===== config.mk =====
export PLATFORM = sky130hd
export DESIGN_NAME = cshift_expander
export DESIGN_NICKNAME = d
export VERILOG_FILES = /design/src/rtl/cshx_pkg.sv /design/src/rtl/cshx_field_dec.sv /design/src/rtl/cshx_classify.sv /design/src/rtl/cshx_build.sv /design/src/rtl/cshx_out_stage.sv /design/src/rtl/cshift_expander.sv
export SDC_FILE = /design/constraint.sdc
export NUM_CORES = 1
export LEC_CHECK = 0
export CORE_ASPECT_RATIO = 0.75
export CORE_MARGIN = 1
export CORE_UTILIZATION = 40
export DETAILED_ROUTE_END_ITERATION = 6
export PLACE_DENSITY = 0.74
export SLEW_MARGIN = 30
export SYNTH_ARGS = -nofsm -noshare
export SYNTH_HDL_FRONTEND = slang
export SYNTH_HIERARCHICAL = 1
export SYNTH_SLANG_ARGS = --single-unit
export TNS_END_PERCENT = 30

===== constraint.sdc =====
create_clock -name clk -period 1.86 [get_ports clk]
set_input_delay 0.465 -clock clk [delete_from_list [all_inputs] [get_ports clk]]
set_output_delay 0.465 -clock clk [all_outputs]
set_load 0.1 [all_outputs]

===== src/rtl/cshx_pkg.sv =====
package cshx_pkg;

    localparam int CW      = 16;
    localparam int XW      = 32;
    localparam int SHW     = 6;
    localparam int SH_EXPW = SHW + 1;
    localparam int RW      = 5;
    localparam int CRW     = 3;

    localparam logic [6:0] OP_IMM  = 7'b0010011;
    localparam logic [2:0] F3_SLL  = 3'b001;
    localparam logic [2:0] F3_SR   = 3'b101;
    localparam logic [SH_EXPW-1:0] SH_WIDE_ZERO = SH_EXPW'(64);

    typedef enum logic [1:0] {
        BASE_32  = 2'd0,
        BASE_64  = 2'd1,
        BASE_128 = 2'd2,
        BASE_RSV = 2'd3
    } base_e;

    typedef enum logic [1:0] {
        CLS_NORMAL = 2'd0,
        CLS_HINT   = 2'd1,
        CLS_CUSTOM = 2'd2
    } cls_e;

    typedef enum logic [1:0] {
        SH_NONE = 2'd0,
        SH_SLL  = 2'd1,
        SH_SRL  = 2'd2,
        SH_SRA  = 2'd3
    } kind_e;

    typedef struct packed {
        kind_e           kind;
        logic [SHW-1:0]  shamt;
        logic [RW-1:0]   reg_idx;
    } fields_t;

    typedef struct packed {
        logic           hit;
        cls_e           cls;
        logic [XW-1:0]  word;
    } result_t;

    function automatic logic [RW-1:0] widen_creg(input logic [CRW-1:0] f);
        return {2'b01, f};
    endfunction

endpackage


===== src/rtl/cshx_field_dec.sv =====
module cshx_field_dec
    import cshx_pkg::*;
(
    input  logic [CW-1:0] cinsn,
    output fields_t       fields
);
    always_comb begin
        fields         = '0;
        fields.kind    = SH_NONE;
        fields.shamt   = {cinsn[12], cinsn[6:2]};
        if (cinsn[1:0] == 2'b10 && cinsn[15:13] == 3'b000) begin
            fields.kind    = SH_SLL;
            fields.reg_idx = cinsn[11:7];
        end else if (cinsn[1:0] == 2'b01 && cinsn[15:13] == 3'b100 &&
                     cinsn[11] == 1'b0) begin
            fields.kind    = cinsn[10] ? SH_SRA : SH_SRL;
            fields.reg_idx = widen_creg(cinsn[9:7]);
        end
    end
endmodule


===== src/rtl/cshx_classify.sv =====
module cshx_classify
    import cshx_pkg::*;
(
    input  fields_t fields,
    input  base_e   base,
    output cls_e    cls
);
    logic zero_amt;
    logic is_custom;
    logic is_hint;

    always_comb begin
        zero_amt  = (fields.shamt == '0);
        is_custom = (base == BASE_32) && fields.shamt[SHW-1];
        is_hint   = ((base != BASE_128) && zero_amt) ||
                    ((fields.kind == SH_SLL) && (fields.reg_idx == '0));
        if (fields.kind == SH_NONE) begin
            cls = CLS_NORMAL;
        end else if (is_custom) begin
            cls = CLS_CUSTOM;
        end else if (is_hint) begin
            cls = CLS_HINT;
        end else begin
            cls = CLS_NORMAL;
        end
    end
endmodule


===== src/rtl/cshx_build.sv =====
module cshx_build
    import cshx_pkg::*;
(
    input  fields_t       fields,
    input  base_e         base,
    output logic [XW-1:0] word
);
    logic [SH_EXPW-1:0] amt;

    always_comb begin
        if (base == BASE_128 && fields.shamt == '0) begin
            amt = SH_WIDE_ZERO;
        end else begin
            amt = {1'b0, fields.shamt};
        end
        case (fields.kind)
            SH_SLL:  word = {2'b00, 3'b000, amt, fields.reg_idx, F3_SLL,
                             fields.reg_idx, OP_IMM};
            SH_SRL:  word = {2'b00, 3'b000, amt, fields.reg_idx, F3_SR,
                             fields.reg_idx, OP_IMM};
            SH_SRA:  word = {2'b01, 3'b000, amt, fields.reg_idx, F3_SR,
                             fields.reg_idx, OP_IMM};
            default: word = '0;
        endcase
    end
endmodule


===== src/rtl/cshx_out_stage.sv =====
module cshx_out_stage
    import cshx_pkg::*;
#(
    parameter bit REG_OUT = 1'b1
) (
    input  logic    clk,
    input  logic    rst,
    input  result_t d,
    output result_t q
);
    generate
        if (REG_OUT) begin : g_reg
            always_ff @(posedge clk) begin
                if (rst) begin
                    q <= '0;
                end else begin
                    q <= d;
                end
            end
        end else begin : g_comb
            assign q = d;
        end
    endgenerate
endmodule


===== src/rtl/cshift_expander.sv =====
module cshift_expander
    import cshx_pkg::*;
#(
    parameter bit REG_OUT = 1'b1
) (
    input  logic          clk,
    input  logic          rst,
    input  logic [CW-1:0] cinsn_i,
    input  logic [1:0]    base_i,
    output logic [XW-1:0] word_o,
    output logic          hit_o,
    output logic [1:0]    cls_o
);
    fields_t       fields;
    base_e         base;
    cls_e          cls;
    logic [XW-1:0] word;
    result_t       res_d;
    result_t       res_q;

    assign base = (base_i == BASE_RSV) ? BASE_64 : base_e'(base_i);

    cshx_field_dec u_dec (
        .cinsn  (cinsn_i),
        .fields (fields)
    );

    cshx_classify u_cls (
        .fields (fields),
        .base   (base),
        .cls    (cls)
    );

    cshx_build u_build (
        .fields (fields),
        .base   (base),
        .word   (word)
    );

    always_comb begin
        res_d.hit  = (fields.kind != SH_NONE);
        res_d.cls  = cls;
        res_d.word = word;
    end

    cshx_out_stage #(.REG_OUT(REG_OUT)) u_out (
        .clk (clk),
        .rst (rst),
        .d   (res_d),
        .q   (res_q)
    );

    assign word_o = res_q.word;
    assign hit_o  = res_q.hit;
    assign cls_o  = res_q.cls;
endmodule


* After elaboration in Yosys (flattened, before gate mapping)
Index checks and enable logic that the tools add are counted.
W data, S select, Z words.
** Storage, ports and cells
- Register bits after elaboration :: 35
- Input port bits :: 20
** Operators by class
- Equal/unequal tests :: 9
- Mux-type cells :: 10
- Bitwise operators :: 1
- Reductions and logical operators :: 16
** Operators with widths (count)
- $pmux W31 S3 :: 1
- $eq A2 B2 Y1 const B :: 5
- $mux W2 :: 4
- $logic_and A1 B1 Y1 :: 7
- $mux W7 :: 1
- $logic_not A6 Y1 :: 1
- $logic_not A5 Y1 :: 1
- $mux W5 :: 1
- $eq A2 B1 Y1 const B :: 2
- $logic_not A2 Y1 :: 2
- $mux W4 :: 1
- $eq A3 B3 Y1 const B :: 1
- $logic_not A3 Y1 :: 1
- $reduce_or A3 Y1 :: 1
- $mux W1 :: 2
- $ne A2 B2 Y1 const B :: 1
- $reduce_bool A2 Y1 :: 1
- $reduce_or A2 Y1 :: 1
- $logic_or A1 B1 Y1 :: 1
- $not A1 Y1 :: 1

* Logic depth before layout (Yosys ltp)
Gate-level depths: netlist of run 1.
- Depth after elaboration :: 10
- Depth in mapped cells :: 8
- Gate-level depth less buffers :: 6

* Modules after synthesis
The synthesis of run 1 kept the hierarchy.
** Modules (own cells, without submodules)
- cshx_out_stage :: instances 1, cells an instance 73, area an instance 965.9 um2, seq. area each 700.7 um2
- cshx_build :: instances 1, cells an instance 37, area an instance 256.5 um2, seq. area each 0.0 um2
- cshx_field_dec :: instances 1, cells an instance 24, area an instance 157.7 um2, seq. area each 0.0 um2
- cshx_classify :: instances 1, cells an instance 11, area an instance 67.6 um2, seq. area each 0.0 um2
- cshift_expander :: instances 1, cells an instance 3, area an instance 16.3 um2, seq. area each 0.0 um2

* Worst setup path after synthesis of run 1
OpenSTA, ideal clock, no wires.
- Path kind :: input to register
- Start point :: in cinsn_i[0]
- End point :: reg u_out/q[17] (netlist bit)
- Data arrival time :: 1809 ps
- Data required time :: 1795 ps
- Path slack :: -14 ps
- Stages :: 8
- Buffers on the path :: 3
- Cells stage by stage :: or3b_1 > buf_2 > o22ai_1 > nor2_1 > buf_2 > nor2b_1 > buf_4 > nor2b_1
** RTL lines
- from (decl) :: line cshift_expander.sv:8 : input logic [CW-1:0] cinsn_i,
- to (signal assigned) :: line cshx_out_stage.sv:15 : q <= '0;
- to (signal assigned) :: line cshx_out_stage.sv:17 : q <= d;
- to (decl) :: line cshx_out_stage.sv:9 : output result_t q

==> results of run 1 <==
## cells by family after synthesis
kind of cell / count (synthesis)
other: 1
buffers and inverters: 36
and+or+nand+nor: 70
AOI/OAI and AO/OA: 6
DFF: 35
## critical path: stages
cell and delay [ps]:
clkdlybuf4s50_1 430, or2_2 350, buf_4 170, a211oi_1 320
nor4_2 80, nand2_1 90, a221oi_2 50, nor2b_1 130
## layout make-up
| type | count | area [um^2] | share of cell area |
|---|---|---|---|
| timing repair buffer | 65 | 984.7 | 0.3961 |
| sequential | 35 | 700.7 | 0.2818 |
| multi-input combinational | 85 | 630.6 | 0.2536 |
| clock buffer | 5 | 68.82 | 0.02768 |
| tap | 50 | 62.56 | 0.02516 |
| clock inverter | 3 | 20.02 | 0.008052 |
| inverter | 5 | 18.77 | 0.007549 |
## layout by cell type, fill, tap and decap left out
master           instances
a211oi_1                 1
a211oi_2                 3
a221oi_2                 1
and2_1                   1
and2b_2                  5
and3b_2                  1
buf_12                  35
buf_4                   10
buf_6                    1
clkbuf_8                 5
clkdlybuf4s50_1         16
clkinv_2                 1
clkinvlp_4               2
conb_1                   9
dfxtp_1                 35
dlymetal6s2s_1           3
inv_1                    5
nand2_1                  1
nand2b_1                 1
nand3_1                  1
nand4bb_4                1
nor2_1                   5
nor2_4                   1
nor2b_1                 40
nor2b_2                  2
nor3_2                   2
nor4_2                   2
nor4b_2                  1
o22ai_4                  1
or2_1                    1
or2_2                    1
or3b_4                   2
or4_1                    1
or4b_4                   1
## where the power goes
part | total (uW) | leakage [uW] | switching [uW] | internal, uW
Clock | 528 | 0.0000402 | 268 | 260
Sequential | 776 | 0.000285 | 11.6 | 764
Combinational | 293 | 0.000692 | 165 | 128
## routing by layer
| layer | track usage | part of all wire | vias up |
|---|---|---|---|
| li1 | - | - | 532 |
| met2 | 0.3035 | 0.54 | 29 |
| met3 | 0.05709 | 0.052 | 7 |
| met1 | 0.1577 | 0.39 | 479 |
| met4 | 0.06863 | 0.016 | 0 |
| met5 | 0 | 0 | - |
## stage by stage
stage / hold slack (ps) / worst slack [ps] / instances / utilization / area [um^2]
floorplan: 656.2 / 30.48 / 156 / - / 1500
global placement: 930.8 / -530.3 / 240 / 0.6788 / 2308
detailed placement: 931.5 / -646.2 / 240 / 0.6788 / 2308
CTS: 919.5 / -73.81 / 248 / 0.7093 / 2412
global route: 915.2 / -106.6 / 248 / 0.7311 / 2486
finish: 874.8 / -51.79 / 248 / 0.7311 / 2486
## timing repair
| item | in CTS | in global routing |
|---|---|---|
| resized for setup | 4 | 14 |
| pin swaps | 0 | 1 |
| endpoints found under the setup margin | 23 | 22 |
## final timing paths
check                 cells past startpoint     endpoint   startpoint  slack [ps]
worst min-delay path                      5  u_out/q[14]   cinsn_i[1]         870
worst max-delay path                      8  u_out/q[32]  cinsn_i[14]         -50
==> metrics.md, run 1 <==
| Metric | Value |
|---|---|
| YS warnings | 6 |
| Area share of and/or/nand/nor cells after synthesis | 0.3197 |
| Largest register by flop count | u_out/q |
| Drt total wl | ~2800 um |
| Max reg flops | 35 |
| Via density | around 4.2 |
| Congestion Overflow GR | 0 |
| Syn Inst Count | roughly 150 |
| Max Cap Viol | 0 |
| Register bit count reported by yosys | 35 |
| Synth top area share | 0.4786 |
| Fin worst setup slack | -51.79 ps |
| GRT Total Usage | 0.1575 |
| # hold bufs at CTS | 0 |
| Most frequent cell after synthesis | nor2b_1 |
| Mean post-synth cell area | approximately 10 um^2 |
| First-pass GRT wire length | around 4400 um |
| Largest family of logic cells by synthesized area | simple AND/OR/NAND/NOR gates |
| Mux cell area share after synthesis | 0 |
| Final Power | between 1500 and 2000 uW |
| CP endpoint kind | flop |
| Final Hold Violating Endpoints | 0 |
| Root Driver | clkbuf_8 |
| Setup Buffers After CTS | 0 |
| Synth Flop Type | dfxtp_1 |
| DP Wirelength | between 2000 and 2500 um |
| Register area share after synthesis | 0.4786 |
| Die Footprint | 3908 um^2 |
| Max FO, Critical Path | 5 |
| Worst-path clk slew | 70 ps |
| CTS tree | yes |
| DR vias | 1047 |
| Wire length per cell | about 11 um |
| Adder-Cell Fraction of Synth Area | 0 |
| Area grow syn2layout | 69.83% |
| Cell Pwr Density | ~640 nW/um^2 |
| Fill cells | 235 |
| Initial drt markers | 26 |
| Setup_tns | -63.67 ps |
| Peak Freq | 0.5231 GHz |
| Rows | 18 |
| Unrepaired setup endpoints after global routing | true |
| Biggest regs | u_out/q x35 |
| Hold Path Class | primary input to flop |
| Placer Congestion | 0.7545 |
| Initial antenna violation count | 0 |
| Nets | ~220 |
| Lkg Pwr | 0.001017 uW |
| CTS Buf Count | 5 |
| Top-level I/O count | between 50 and 60 |
| Status | finished with violations |
| Commonest cells in the synthesized netlist | nor2b_1 (41), dfxtp_1 (35), buf_4 (23) |
| IO buf count | between 50 and 60 |
| Compound-Gate Fraction of Synth Area | 0.03077 |
| Synth area leaders | dfxtp_1 (48%), nor2b_1 (18%), buf_4 (12%) |
| Die height | 54.39 um |
| Mapped cell area | about 1500 um^2 |
| Tcrit/Tclk final | 1.028 |
| WP data required | approximately 2000 ps |
| Number of synthesized flops with an enable pin | 0 |
| CTS max path bufs | 2 |
| Worst setup SP type | primary input |
| Largest net degree at the start of global routing | 14 |
| Worst EP arrival | around 2100 ps |
| Fraction of registers with async set or reset after synthesis | 0 |
| Crit path kind | primary input to flop |
| Initial Util | 0.4305 |
| TritonRoute pass-1 iters | 4 |
| Failing checks | setup timing |
| ANT cells | 0 |
| Vias in the first global route | 1022 |
| Peak supply drop | between 400 and 500 uV |
| Core outline area | between 3000 and 4000 um^2 |
| Antenna-violating nets left | 0 |
| Minimum clock period | 1912 ps |
| Final setup vio count | 2 |
| Layout cell share with drive strength beyond 1 | 0.3939 |
| Largest area contributor in the netlist | dfxtp_1 |
| Synth unique cells | 31 |
| Die W | roughly 70 um |
| CTS H-tree depth | 2 |
| Remaining DRCs | 0 |
| Sink Count | 35 |
| Synth Area in XOR/XNOR | 0 |
| Slew Limit Fails | 0 |
Note: power is estimated with default switching activity, not from simulation.
==> run 2: changes to the inputs <==
--- a/config.mk
+++ b/config.mk
@@ -6,7 +6,6 @@
 export NUM_CORES = 1
 export LEC_CHECK = 0
 export CORE_ASPECT_RATIO = 0.75
-export CORE_MARGIN = 1
 export CORE_UTILIZATION = 40
 export DETAILED_ROUTE_END_ITERATION = 6
 export PLACE_DENSITY = 0.74
==> results of run 2 <==
No change in the layout: final DEF, timing and power equal those of run 1.
==> run 3: changes to the inputs <==
==> constraint.sdc (replaced) <==
create_clock -name clk -period 1.6 [get_ports clk]
set_input_delay 0.4 -clock clk [delete_from_list [all_inputs] [get_ports clk]]
set_output_delay 0.4 -clock clk [all_outputs]
set_load 0.1 [all_outputs]
==> run 3 against run 2 <==
The run now ends clean; combinational power rose by 24%; sequential share of layout area fell by 1.3 points; hold slack got worse by 140 ps; global-route usage rose by 1.9 points; utilization rose by 3.6 points; total power rose by 21%; final cell count rose by 2.4%; sequential cell count did not move; non-clock buffer count rose by 5; critical path depth fell by 1; sequential power rose by 16%; clock power rose by 27%; critical endpoint unchanged; largest power group unchanged.
==> metrics.md, run 3 (synthesis results as in run 1) <==
| Metric | Value |
|---|---|
| Worst setup SP type | primary input |
| Slowest CP cell | or3b_4 |
| Core outline area | 3401 um^2 (unchanged) |
| CTS tree | yes |
| Largest net degree at the start of global routing | 12 (-2) |
| Via density | 4.244 (+0.53%) |
| Sink Count | 35 (unchanged) |
| DR vias | 1078 (+3.0%) |
| CTS Buf Count | 5 (unchanged) |
| CTS H-tree depth | 2 (unchanged) |
| First-pass GRT wire length | 4968 um (+12%) |
| Hold Path Class | primary input to flop |
| Worst EP arrival | 1730 ps (-360 ps) |
| CP endpoint kind | flop |
| Area grow syn2layout | 78.29% |
| Wire length per cell | 12.31 um (+8.9%) |
| DP Wirelength | 2256 um (-3.1%) |
| ANT cells | 0 (unchanged) |
| Die W | 71.86 um (unchanged) |
| Most frequent cells in the layout | buf_12 (35), dfxtp_1 (35), nor2b_1 (32) |
| Die height | 54.39 um (unchanged) |
| Post-DP Area | 2338 um^2 (+1.3%) |
| Final Hold Violating Endpoints | 0 (unchanged) |
| Initial antenna violation count | 0 (unchanged) |
| Vias in the first global route | 1103 (+7.9%) |
| Fin area | 2610 um^2 (+5.0%) |
| Max stage delay on crit path | 480 ps (+50 ps) |
| Minimum clock period | between 1500 and 2000 ps |
| Max reg flops | 35 (unchanged) |
| Max Cap Viol | 0 (unchanged) |
| Tcrit/Tclk final | 0.9751 |
| Worst-path clk slew | 60 ps (about the same) |
| Remaining DRCs | 0 (unchanged) |
| Crit path kind | primary input to flop |
| Crit-path cells | buf_4 > or3b_4 > a211oi_2 > nor4_2 > nand2_1 > a221oi_2 > nor2b_1 |
| Congestion Overflow GR | 0 (unchanged) |
| Slew Limit Fails | 0 (unchanged) |
| Placer Congestion | 0.8816 (+17%) |
| TritonRoute pass-1 iters | 4 (unchanged) |
| Lkg Pwr | 0.001049 uW (+3.1%) |
| Initial Util | 0.4305 (unchanged) |
| Die Footprint | 3908 um^2 (unchanged) |
| Initial drt markers | 48 (+85%) |
| WP data required | 1770 ps (-270 ps) |
| Status | complete, no violations |
| Biggest regs | u_out/q x35 |
| CTS max path bufs | 2 (unchanged) |
| Max FO, Critical Path | 6 (+1) |
| Final setup vio count | 0 (-2) |
| Antenna-violating nets left | 0 (unchanged) |
| Min Hold Slack | 736.4 ps (-138.3 ps) |
| Top-level I/O count | 55 (unchanged) |
| Fill cells | 202 (-14%) |
| Nets | 223 (+2.8%) |
| Peak Freq | roughly 0.64 GHz |
| Largest register by flop count | u_out/q |
| Peak supply drop | 535.8 uV (+25%) |
| IO buf count | 54 (unchanged) |
| Drt total wl | 3126 um (+12%) |
| Cell Pwr Density | 741.8 nW/um^2 (+15%) |
| Layout cell share with drive strength beyond 1 | 0.4804 (+0.08645) |
| Root Driver | clkbuf_8 |
| Rows | 18 (unchanged) |
| GRT Total Usage | 0.1768 (+0.01937) |
-- run 3: changes by cell type in the layout (fill, tap and decap cells not counted), sizes merged, moves of 2 or more --
cell,change
clkbuf,+4
dlymetal6s2s,-3
buf,+8
clkdlybuf4s50,-4
clkinvlp,-2
clkdlybuf4s15,+2
-- run 3: routing by layer --
layer | routed length [um] | vias to the layer above | global-route usage
met5 | 0 | - | 0
met4 | 31 | 0 | 0.09804
met3 | 133 | 2 | 0.05893
met2 | 1800 | 30 | 0.3522
met1 | 1160 | 503 | 0.1648
li1 | - | 543 | -
-- run 3: path summary, 6_finish.rpt --
kind,startpoint,to,depth (start not counted)
hold / removal,cinsn_i[11],u_out/q[11],5
setup / recovery,cinsn_i[0],u_out/q[32],7
-- run 3: power breakdown --
part           switching [uW]  internal (uW)
combinational             206            158
sequential               13.7            889
clock                     277            392
-- run 3: area by class of cell --
class | count | area (um^2) | area share
inverters | 5 | 18.77 | 0.007191
clock buffers | 8 | 100.1 | 0.03835
well taps | 50 | 62.56 | 0.02397
flip-flops and latches | 35 | 700.7 | 0.2685
repair buffers | 70 | 1010 | 0.3869
multi-input cells | 86 | 718.2 | 0.2752
-- run 3: per-stage QoR --
stage               total power, uW  worst slack, ps    util  setup TNS [ps]  cells
finish                         1936            39.91  0.7675               0    254
global route                   2018           -10.82  0.7675          -32.06    254
CTS                            1939           0.6888  0.7432               0    252
detailed placement             1254           -631.0  0.6876          -12350    241
global placement               1247           -490.8  0.6876          -10460    241
floorplan                      1137           -73.85       -          -411.1    156
-- run 3: timing repair --
action / in CTS / in global routing
cloned: 1 / 0
setup buffers: 2 / 2
pin swaps: 10 / 11
setup endpoints to repair: 25 / 16
resized for setup: 28 / 29
hold buffers: 0 / 0
-- run 3: critical path: cells and delay by family --
family          cells  cell delay (ps)
compound gates      2              400
buf+inv             1              140
simple gates        4              790
